`src/rtl/mc_ctrl_pkg.sv`:
```
package mc_ctrl_pkg;

  localparam logic [5:0] OP_RTYPE = 6'b000000;
  localparam logic [5:0] OP_LOAD  = 6'b100011;
  localparam logic [5:0] OP_STORE = 6'b101011;
  localparam logic [5:0] OP_BEQ   = 6'b000100;
  localparam logic [5:0] OP_JUMP  = 6'b000010;

  localparam logic [5:0] FN_ADD = 6'd32;
  localparam logic [5:0] FN_SUB = 6'd34;
  localparam logic [5:0] FN_AND = 6'd36;
  localparam logic [5:0] FN_OR  = 6'd37;
  localparam logic [5:0] FN_NOR = 6'd39;
  localparam logic [5:0] FN_SLT = 6'd42;

  typedef enum logic [1:0] {SRCB_REG, SRCB_FOUR, SRCB_IMM, SRCB_IMMX4} srcB_e;
  typedef enum logic [1:0] {ALUOP_ADD, ALUOP_SUB, ALUOP_FUNCT, ALUOP_RSVD} aluOp_e;
  typedef enum logic [1:0] {PCSRC_ALU, PCSRC_OUT, PCSRC_JMP, PCSRC_RSVD} pcSrc_e;

  typedef enum logic [3:0] {
    ST_FETCH, ST_DECODE, ST_MEMADR, ST_MEMRD, ST_LDWB,
    ST_MEMWR, ST_EXEC, ST_RWB, ST_BRANCH, ST_JUMP
  } state_e;

  // Strobe bundle from the sequencer to the datapath
  typedef struct packed {
    logic   iOrD;        // memory address: 0 = PC, 1 = latched ALU result
    logic   memRead;
    logic   memWrite;
    logic   irWrite;
    logic   memToReg;    // write-back source: 0 = ALU latch, 1 = memory data latch
    logic   regDst;      // destination field: 0 = rt, 1 = rd
    logic   regWrite;
    logic   aluSrcA;     // 0 = PC, 1 = operand latch A
    srcB_e  aluSrcB;
    aluOp_e aluOp;
    pcSrc_e pcSource;
    logic   pcWrite;
    logic   pcWriteCond;
  } ctrl_t;

endpackage

```
`src/rtl/mc_control.sv`:
```
module mc_control
  import mc_ctrl_pkg::*;
(
  input  logic       clk,
  input  logic       rst,
  input  logic [5:0] opcode,
  output ctrl_t      ctrl
);

  state_e state, stateNext;
  logic   knownOp;

  assign knownOp = (opcode == OP_RTYPE) || (opcode == OP_LOAD) || (opcode == OP_STORE) ||
                   (opcode == OP_BEQ)   || (opcode == OP_JUMP);

  always_ff @(posedge clk) begin
    if (rst) state <= ST_FETCH;
    else     state <= stateNext;
  end

  always_comb begin
    stateNext = ST_FETCH;
    unique case (state)
      ST_FETCH:  stateNext = ST_DECODE;
      ST_DECODE: begin
        case (opcode)
          OP_LOAD, OP_STORE: stateNext = ST_MEMADR;
          OP_RTYPE:          stateNext = ST_EXEC;
          OP_BEQ:            stateNext = ST_BRANCH;
          OP_JUMP:           stateNext = ST_JUMP;
          default:           stateNext = ST_FETCH;
        endcase
      end
      ST_MEMADR: stateNext = (opcode == OP_STORE) ? ST_MEMWR : ST_MEMRD;
      ST_MEMRD:  stateNext = ST_LDWB;
      ST_EXEC:   stateNext = ST_RWB;
      default:   stateNext = ST_FETCH;
    endcase
  end

  always_comb begin
    ctrl = '0;
    unique case (state)
      ST_FETCH: begin
        ctrl.memRead  = 1'b1;
        ctrl.irWrite  = 1'b1;
        ctrl.aluSrcB  = SRCB_FOUR;
        ctrl.pcWrite  = 1'b1;
      end
      ST_DECODE: ctrl.aluSrcB = SRCB_IMMX4;
      ST_MEMADR: begin
        ctrl.aluSrcA = 1'b1;
        ctrl.aluSrcB = SRCB_IMM;
      end
      ST_MEMRD: begin
        ctrl.memRead = 1'b1;
        ctrl.iOrD    = 1'b1;
      end
      ST_LDWB: begin
        ctrl.regWrite = 1'b1;
        ctrl.memToReg = 1'b1;
      end
      ST_MEMWR: begin
        ctrl.memWrite = 1'b1;
        ctrl.iOrD     = 1'b1;
      end
      ST_EXEC: begin
        ctrl.aluSrcA = 1'b1;
        ctrl.aluOp   = ALUOP_FUNCT;
      end
      ST_RWB: begin
        ctrl.regDst   = 1'b1;
        ctrl.regWrite = 1'b1;
      end
      ST_BRANCH: begin
        ctrl.aluSrcA     = 1'b1;
        ctrl.aluOp       = ALUOP_SUB;
        ctrl.pcWriteCond = 1'b1;
        ctrl.pcSource    = PCSRC_OUT;
      end
      ST_JUMP: begin
        ctrl.pcWrite  = 1'b1;
        ctrl.pcSource = PCSRC_JMP;
      end
      default: ctrl = '0;
    endcase
  end

  // A fetch never repeats in the following cycle
  assert_fetch_single_R2: assert property (@(posedge clk) disable iff (rst)
    ctrl.irWrite |=> !ctrl.irWrite);

  // Load write-back is always preceded by a data read through the ALU latch
  assert_load_order_R3: assert property (@(posedge clk) disable iff (rst)
    (state == ST_LDWB) |-> ($past(ctrl.memRead) && $past(ctrl.iOrD)));

  // A store is the last step of its instruction
  assert_store_last_R4: assert property (@(posedge clk) disable iff (rst)
    ctrl.memWrite |=> ctrl.irWrite);

  // Undefined opcode goes straight back to fetch
  assert_unknown_back_R8: assert property (@(posedge clk) disable iff (rst)
    ((state == ST_DECODE) && !knownOp) |=> (ctrl.irWrite && !ctrl.regWrite));

endmodule

```
`src/rtl/mc_datapath.sv`:
```
module mc_datapath
  import mc_ctrl_pkg::*;
#(
  parameter int XLEN = 32,
  parameter int NREG = 32
) (
  input  logic            clk,
  input  logic            rst,
  input  ctrl_t           ctrlIn,
  output logic [5:0]      opcode,
  input  logic [XLEN-1:0] memRdData,
  output logic [XLEN-1:0] memAddr,
  output logic [XLEN-1:0] memWrData,
  output logic            memWrEn,
  output logic            memRdEn
);

  localparam int RIDX = $clog2(NREG);
  localparam logic [XLEN-1:0] WORD_BYTES = XLEN'(4);

  logic [XLEN-1:0] pc, ir, mdr, regA, regB, aluOut;
  logic [XLEN-1:0] regs [NREG];
  logic [XLEN-1:0] srcA, srcB, aluRes, immExt, pcNext, wData, rdA, rdB;
  logic [RIDX-1:0] rsIdx, rtIdx, rdIdx, wIdx;
  logic [5:0]      funct;
  logic            aluZero, pcEn;

  assign opcode = ir[31:26];
  assign rsIdx  = ir[21 +: RIDX];
  assign rtIdx  = ir[16 +: RIDX];
  assign rdIdx  = ir[11 +: RIDX];
  assign funct  = ir[5:0];
  assign immExt = {{(XLEN-16){ir[15]}}, ir[15:0]};

  // Register file: index 0 reads as zero
  assign rdA = (rsIdx == '0) ? '0 : regs[rsIdx];
  assign rdB = (rtIdx == '0) ? '0 : regs[rtIdx];
  assign wIdx  = ctrlIn.regDst ? rdIdx : rtIdx;
  assign wData = ctrlIn.memToReg ? mdr : aluOut;

  always_ff @(posedge clk) begin
    if (rst) begin
      for (int i = 0; i < NREG; i++) regs[i] <= '0;
    end else if (ctrlIn.regWrite && (wIdx != '0)) begin
      regs[wIdx] <= wData;
    end
  end

  // Operand selection and ALU
  assign srcA = ctrlIn.aluSrcA ? regA : pc;

  always_comb begin
    unique case (ctrlIn.aluSrcB)
      SRCB_REG:   srcB = regB;
      SRCB_FOUR:  srcB = WORD_BYTES;
      SRCB_IMM:   srcB = immExt;
      default:    srcB = immExt << 2;
    endcase
  end

  always_comb begin
    aluRes = srcA + srcB;
    if (ctrlIn.aluOp == ALUOP_SUB) begin
      aluRes = srcA - srcB;
    end else if (ctrlIn.aluOp == ALUOP_FUNCT) begin
      case (funct)
        FN_SUB:  aluRes = srcA - srcB;
        FN_AND:  aluRes = srcA & srcB;
        FN_OR:   aluRes = srcA | srcB;
        FN_NOR:  aluRes = ~(srcA | srcB);
        FN_SLT:  aluRes = {{(XLEN-1){1'b0}}, ($signed(srcA) < $signed(srcB))};
        default: aluRes = srcA + srcB;
      endcase
    end
  end
  assign aluZero = (aluRes == '0);

  // Next program counter
  always_comb begin
    unique case (ctrlIn.pcSource)
      PCSRC_ALU: pcNext = aluRes;
      PCSRC_OUT: pcNext = aluOut;
      default:   pcNext = {pc[XLEN-1:XLEN-4], ir[25:0], 2'b00};
    endcase
  end
  assign pcEn = ctrlIn.pcWrite || (ctrlIn.pcWriteCond && aluZero);

  always_ff @(posedge clk) begin
    if (rst) begin
      pc     <= '0;
      ir     <= '0;
      mdr    <= '0;
      regA   <= '0;
      regB   <= '0;
      aluOut <= '0;
    end else begin
      if (pcEn)           pc <= pcNext;
      if (ctrlIn.irWrite) ir <= memRdData;
      mdr    <= memRdData;
      regA   <= rdA;
      regB   <= rdB;
      aluOut <= aluRes;
    end
  end

  // Shared memory port
  assign memAddr   = ctrlIn.iOrD ? aluOut : pc;
  assign memWrData = regB;
  assign memWrEn   = ctrlIn.memWrite;
  assign memRdEn   = ctrlIn.memRead;

  assert_fetch_advance_R2: assert property (@(posedge clk) disable iff (rst)
    ctrlIn.irWrite |=> (pc == $past(pc) + WORD_BYTES));

  assert_branch_taken_R6: assert property (@(posedge clk) disable iff (rst)
    (ctrlIn.pcWriteCond && aluZero) |=> (pc == $past(aluOut)));

  assert_branch_not_taken_R6: assert property (@(posedge clk) disable iff (rst)
    (ctrlIn.pcWriteCond && !aluZero) |=> $stable(pc));

  assert_jump_region_R7: assert property (@(posedge clk) disable iff (rst)
    (ctrlIn.pcWrite && (ctrlIn.pcSource == PCSRC_JMP)) |=>
      ((pc[XLEN-1:XLEN-4] == $past(pc[XLEN-1:XLEN-4])) && (pc[1:0] == 2'b00)));

  assert_zero_reg_R9: assert property (@(posedge clk) disable iff (rst)
    regs[0] == '0);

endmodule

```
`src/rtl/mc_cpu.sv`:
```
module mc_cpu
  import mc_ctrl_pkg::*;
#(
  parameter int XLEN = 32,
  parameter int NREG = 32
) (
  input  logic            clk,
  input  logic            rst,
  input  logic [XLEN-1:0] memRdData,
  output logic [XLEN-1:0] memAddr,
  output logic [XLEN-1:0] memWrData,
  output logic            memWrEn,
  output logic            memRdEn
);

  ctrl_t      ctrlBus;
  logic [5:0] opcode;

  mc_control control_i (
    .clk    (clk),
    .rst    (rst),
    .opcode (opcode),
    .ctrl   (ctrlBus)
  );

  mc_datapath #(.XLEN(XLEN), .NREG(NREG)) datapath_i (
    .clk       (clk),
    .rst       (rst),
    .ctrlIn    (ctrlBus),
    .opcode    (opcode),
    .memRdData (memRdData),
    .memAddr   (memAddr),
    .memWrData (memWrData),
    .memWrEn   (memWrEn),
    .memRdEn   (memRdEn)
  );

endmodule

```
`config.mk`:
```
export PLATFORM = sky130hd
export DESIGN_NAME = mc_cpu
export DESIGN_NICKNAME = d
export VERILOG_FILES = /design/src/rtl/mc_ctrl_pkg.sv /design/src/rtl/mc_control.sv /design/src/rtl/mc_datapath.sv /design/src/rtl/mc_cpu.sv
export SDC_FILE = /design/constraint.sdc
export NUM_CORES = 2
export LEC_CHECK = 0
export BUFFER_PORTS_ARGS = -buffer_cell sky130_fd_sc_hd__buf_2
export CAP_MARGIN = 20
export CELL_PAD_IN_SITES_DETAIL_PLACEMENT = 0
export CELL_PAD_IN_SITES_GLOBAL_PLACEMENT = 1
export CORE_MARGIN = 5
export CORE_UTILIZATION = 50
export DETAILED_ROUTE_END_ITERATION = 10
export PLACE_DENSITY_LB_ADDON = 0.3
export RECOVER_POWER = 100
export SLEW_MARGIN = 40
export SYNTH_ARGS = -nofsm -noshare
export SYNTH_HDL_FRONTEND = slang
export SYNTH_SLANG_ARGS = --single-unit
```
`constraint.sdc`:
```
create_clock -name clk -period 5.9 [get_ports clk]
set_input_delay 1.77 -clock clk [delete_from_list [all_inputs] [get_ports clk]]
set_output_delay 1.77 -clock clk [all_outputs]
set_load 0.03 [all_outputs]
```
==> run metrics <==
outcome=finished with violations; failing checks=max-capacitance violations, max-slew violations; Synth Warn #=0; critical path type=in -> reg; ratio of cells with drive above 1 in the final layout=0.2228; drt pass-1 iters=6; power density cells=399.3 nW/um^2; Antenna Violating Nets Remaining=0; CTS tree=yes; Post-synth EDFFs=1,024; grt total ovfl=0; vias in the first global route=50,220; Clock Root Buffer=clkbuf_16; highest clock rate=0.1695 GHz; max-slew violations=105; Crit path buffers/inverters=4; Via Count=51,310; Arr. time, crit path=6.33 ns; Top FF cell, synth=edfxtp_1; hold_buf cts=0; met3 usage=0.08926; largest net degree at the start of global routing=93; Least-Margin Pin Slew=2.467 ns; initial antenna violation count=9; DIE WIDTH=374.3 um; Max Cap Viol=5; critical path's top delay family=buffers and inverters; Synth Register Bits=1,220; Placed Cells=7,294; Port-buffer cells=99; H-tree levels=4; Finished Layout Cells=7,541; DRC Markers=0; Multi-input gate area=30,050 um^2; Most Crowded Layer GR=met2; Commonest cells post-synth=nor2_1, edfxtp_1, mux4_2; total power=30.03 mW; Util after Layout=0.5714; Design Area, Final=75,220 um^2; CTS sink count=1,220; critical-path maximum fanout=42; worst hold-check path type=reg -> reg; Hold Slack=0.4845 ns; Max IR drop VDD=0.0003087 V; register area=34,710 um^2; Layout area overhead=13.35%; syn_area_per_cell=11.95 um^2; share of async-settable or async-resettable flops after synthesis=0; GRT met2 Usage=0.5460; most frequent cell after synthesis=nor2_1; Post-DP HPWL=169.4 mm; crit path launch type=input port; drt initial violations=7,078; final hold vios=0; final setup violation count=0; clk_lat worst skew=0.77 ns; CP Cell Sequence=clkbuf_1 > clkinv_2 > clkbuf_2 > nand2_1 > clkbuf_4; Post-Route Skew=0.03061 ns; Crit-path slowest cell=clkbuf_1; leakage dissipation=25.75 nW; grt met1 use=0.4775; first-pass GRT wire length=363.7 mm; Routed WL=257.3 mm; Placed Area=71,280 um^2; final cycle utilization of the critical path=0.9997; All-Layer GR Usage=0.3599; Post-Place Worst Slack=0.06695 ns; crit-path max cell delay=1.71 ns; NumNets Final=5,816; Layout fillers=10,910; register area share after synthesis=0.5225; Unique masters post-synth=84; area leader, netlist=edfxtp_1; nature of the critical path endpoint=flop; Core ar.=131,600 um^2; final worst slack=0.001549 ns; initial core utilization=0.5041; RSZ-0062 raised after global routing=no; TritonCTS Buffers=132; Crit path required time=6.33 ns; Rel. slew slack=-0.6447; Reg clk slew, reported paths=0.06 ns; Die Y=374.3 um; io pins=100; Max clock buf depth=3; synth top area cells=edfxtp_1, mux4_2, nor2_1, dfxtp_1, mux2i_1; average routed wire per standard cell=34.12 um; top-area cell type share of the netlist area=0.4634; Via density=6.804; FP Rows=133; setup tns final=0 ns; min cycle time layout=5.898 ns; Mapped Cells=5,552; Post-Syn Area=66,350 um^2; Die ar.=140,100 um^2; Final GP Congestion=1.015
routing by layer:
layer	vias to the layer above	wire length, um
li1	21140	-
met1	25660	93380
met2	3700	114300
met3	800	31940
met4	10	17660
met5	-	60
flip-flops by register name, summed over array words and instances, names as in the netlist:
register and count:
datapath_i.regs 1024, control_i.state 4, datapath_i.regA 32, datapath_i.ir 32
datapath_i.mdr 32, datapath_i.aluOut 32, datapath_i.memWrData 32, datapath_i.pc 32
cells by family (layout without fill, tap and decap cells):
| kind of cell | count (synthesis) | in the layout | share of synthesized area |
|---|---|---|---|
| adder cells (fa/ha/maj) | 99 | 99 | 0.01889 |
| AO/OA/AOI/OAI | 842 | 842 | 0.08921 |
| other | 1 | 33 | 0.00005651 |
| flip-flops | 1220 | 1220 | 0.5225 |
| buffers and inverters | 635 | 836 | 0.03652 |
| AND/OR/NAND/NOR | 1919 | 1920 | 0.1191 |
| XOR/XNOR | 57 | 57 | 0.007524 |
| multiplexers | 779 | 779 | 0.2061 |
layout by cell type, fill, tap and decap left out, drive strengths merged, types with 26 or more instances in the layout:
| cell type | Yosys | routed |
|---|---|---|
| inv | 99 | 106 |
| a22o | 43 | 43 |
| a211oi | 29 | 29 |
| clkinv | 0 | 39 |
| buf | 88 | 365 |
| o21ai | 102 | 102 |
| ha | 97 | 97 |
| o31ai | 26 | 26 |
| o211ai | 30 | 30 |
| nor3 | 82 | 82 |
| nand2 | 369 | 369 |
| edfxtp | 1024 | 1024 |
| nand3 | 69 | 69 |
| nor2b | 48 | 48 |
| a31oi | 34 | 34 |
| mux2i | 238 | 238 |
| mux2 | 79 | 79 |
| clkbuf | 448 | 317 |
| mux4 | 462 | 462 |
| nor2 | 1221 | 1221 |
| o22ai | 69 | 69 |
| conb | 1 | 32 |
| a221oi | 59 | 59 |
| dfxtp | 196 | 196 |
| o221ai | 64 | 64 |
| xnor2 | 54 | 54 |
| a21oi | 196 | 196 |
what timing repair did:
item                                    CTS  global route
gates cloned                              0             1
pin swaps                                 0             7
setup buffers                             0             7
gates resized for setup                   1            29
endpoints found under the setup margin   16            32
power by group:
part	switching [mW]	leakage, nW	internal, mW
Clock	3.54	2.04	4.62
Sequential	0.716	12.2	9.85
Combinational	7.06	11.5	4.25
worst register-to-register path: stages, from the launching register on:
cell      delay, ns
dfxtp_1        0.38
or2_4          0.22
nor2_1         0.09
buf_4          0.19
a22o_1         0.18
a222oi_1       0.28
buf_4          0.19
inv_1          0.04
ha_1           0.35
buf_4          0.20
a21oi_1        0.15
clkbuf_1       0.16
a21oi_1        0.16
nor2_1         0.26
o21ai_0        0.14
clkbuf_1       0.24
or4_1          0.52
and4_1         0.23
o31a_1         0.32
o211ai_1       0.32
a211oi_2       0.12
buf_4          0.17
nand4_4        0.15
nand2_2        0.11
buf_12         0.18
a211o_1        0.26
area by class of cell:
class | count | share of cell area
antenna | 1 | 0.00003327
clock buffer | 181 | 0.04911
clock inverter | 55 | 0.006338
inverter | 99 | 0.004990
multi-input combinational | 3729 | 0.3995
sequential | 1220 | 0.4615
tap | 1755 | 0.02919
timing repair buffer | 501 | 0.04936
path summary, 6_finish.rpt:
| kind | startpoint | endpoint | slack (ns) | cells after the start |
|---|---|---|---|---|
| max | rst | datapath_i.regs[18][4] | 0.002 | 5 |
| min | datapath_i.ir[26] | datapath_i.ir[26] | 0.48 | 2 |
| max reg2reg | control_i.state[2] | datapath_i.pc[24] | 0.19 | 25 |
| min reg2reg | datapath_i.ir[26] | datapath_i.ir[26] | 0.48 | 2 |
(Power assumes the default switching activity.)
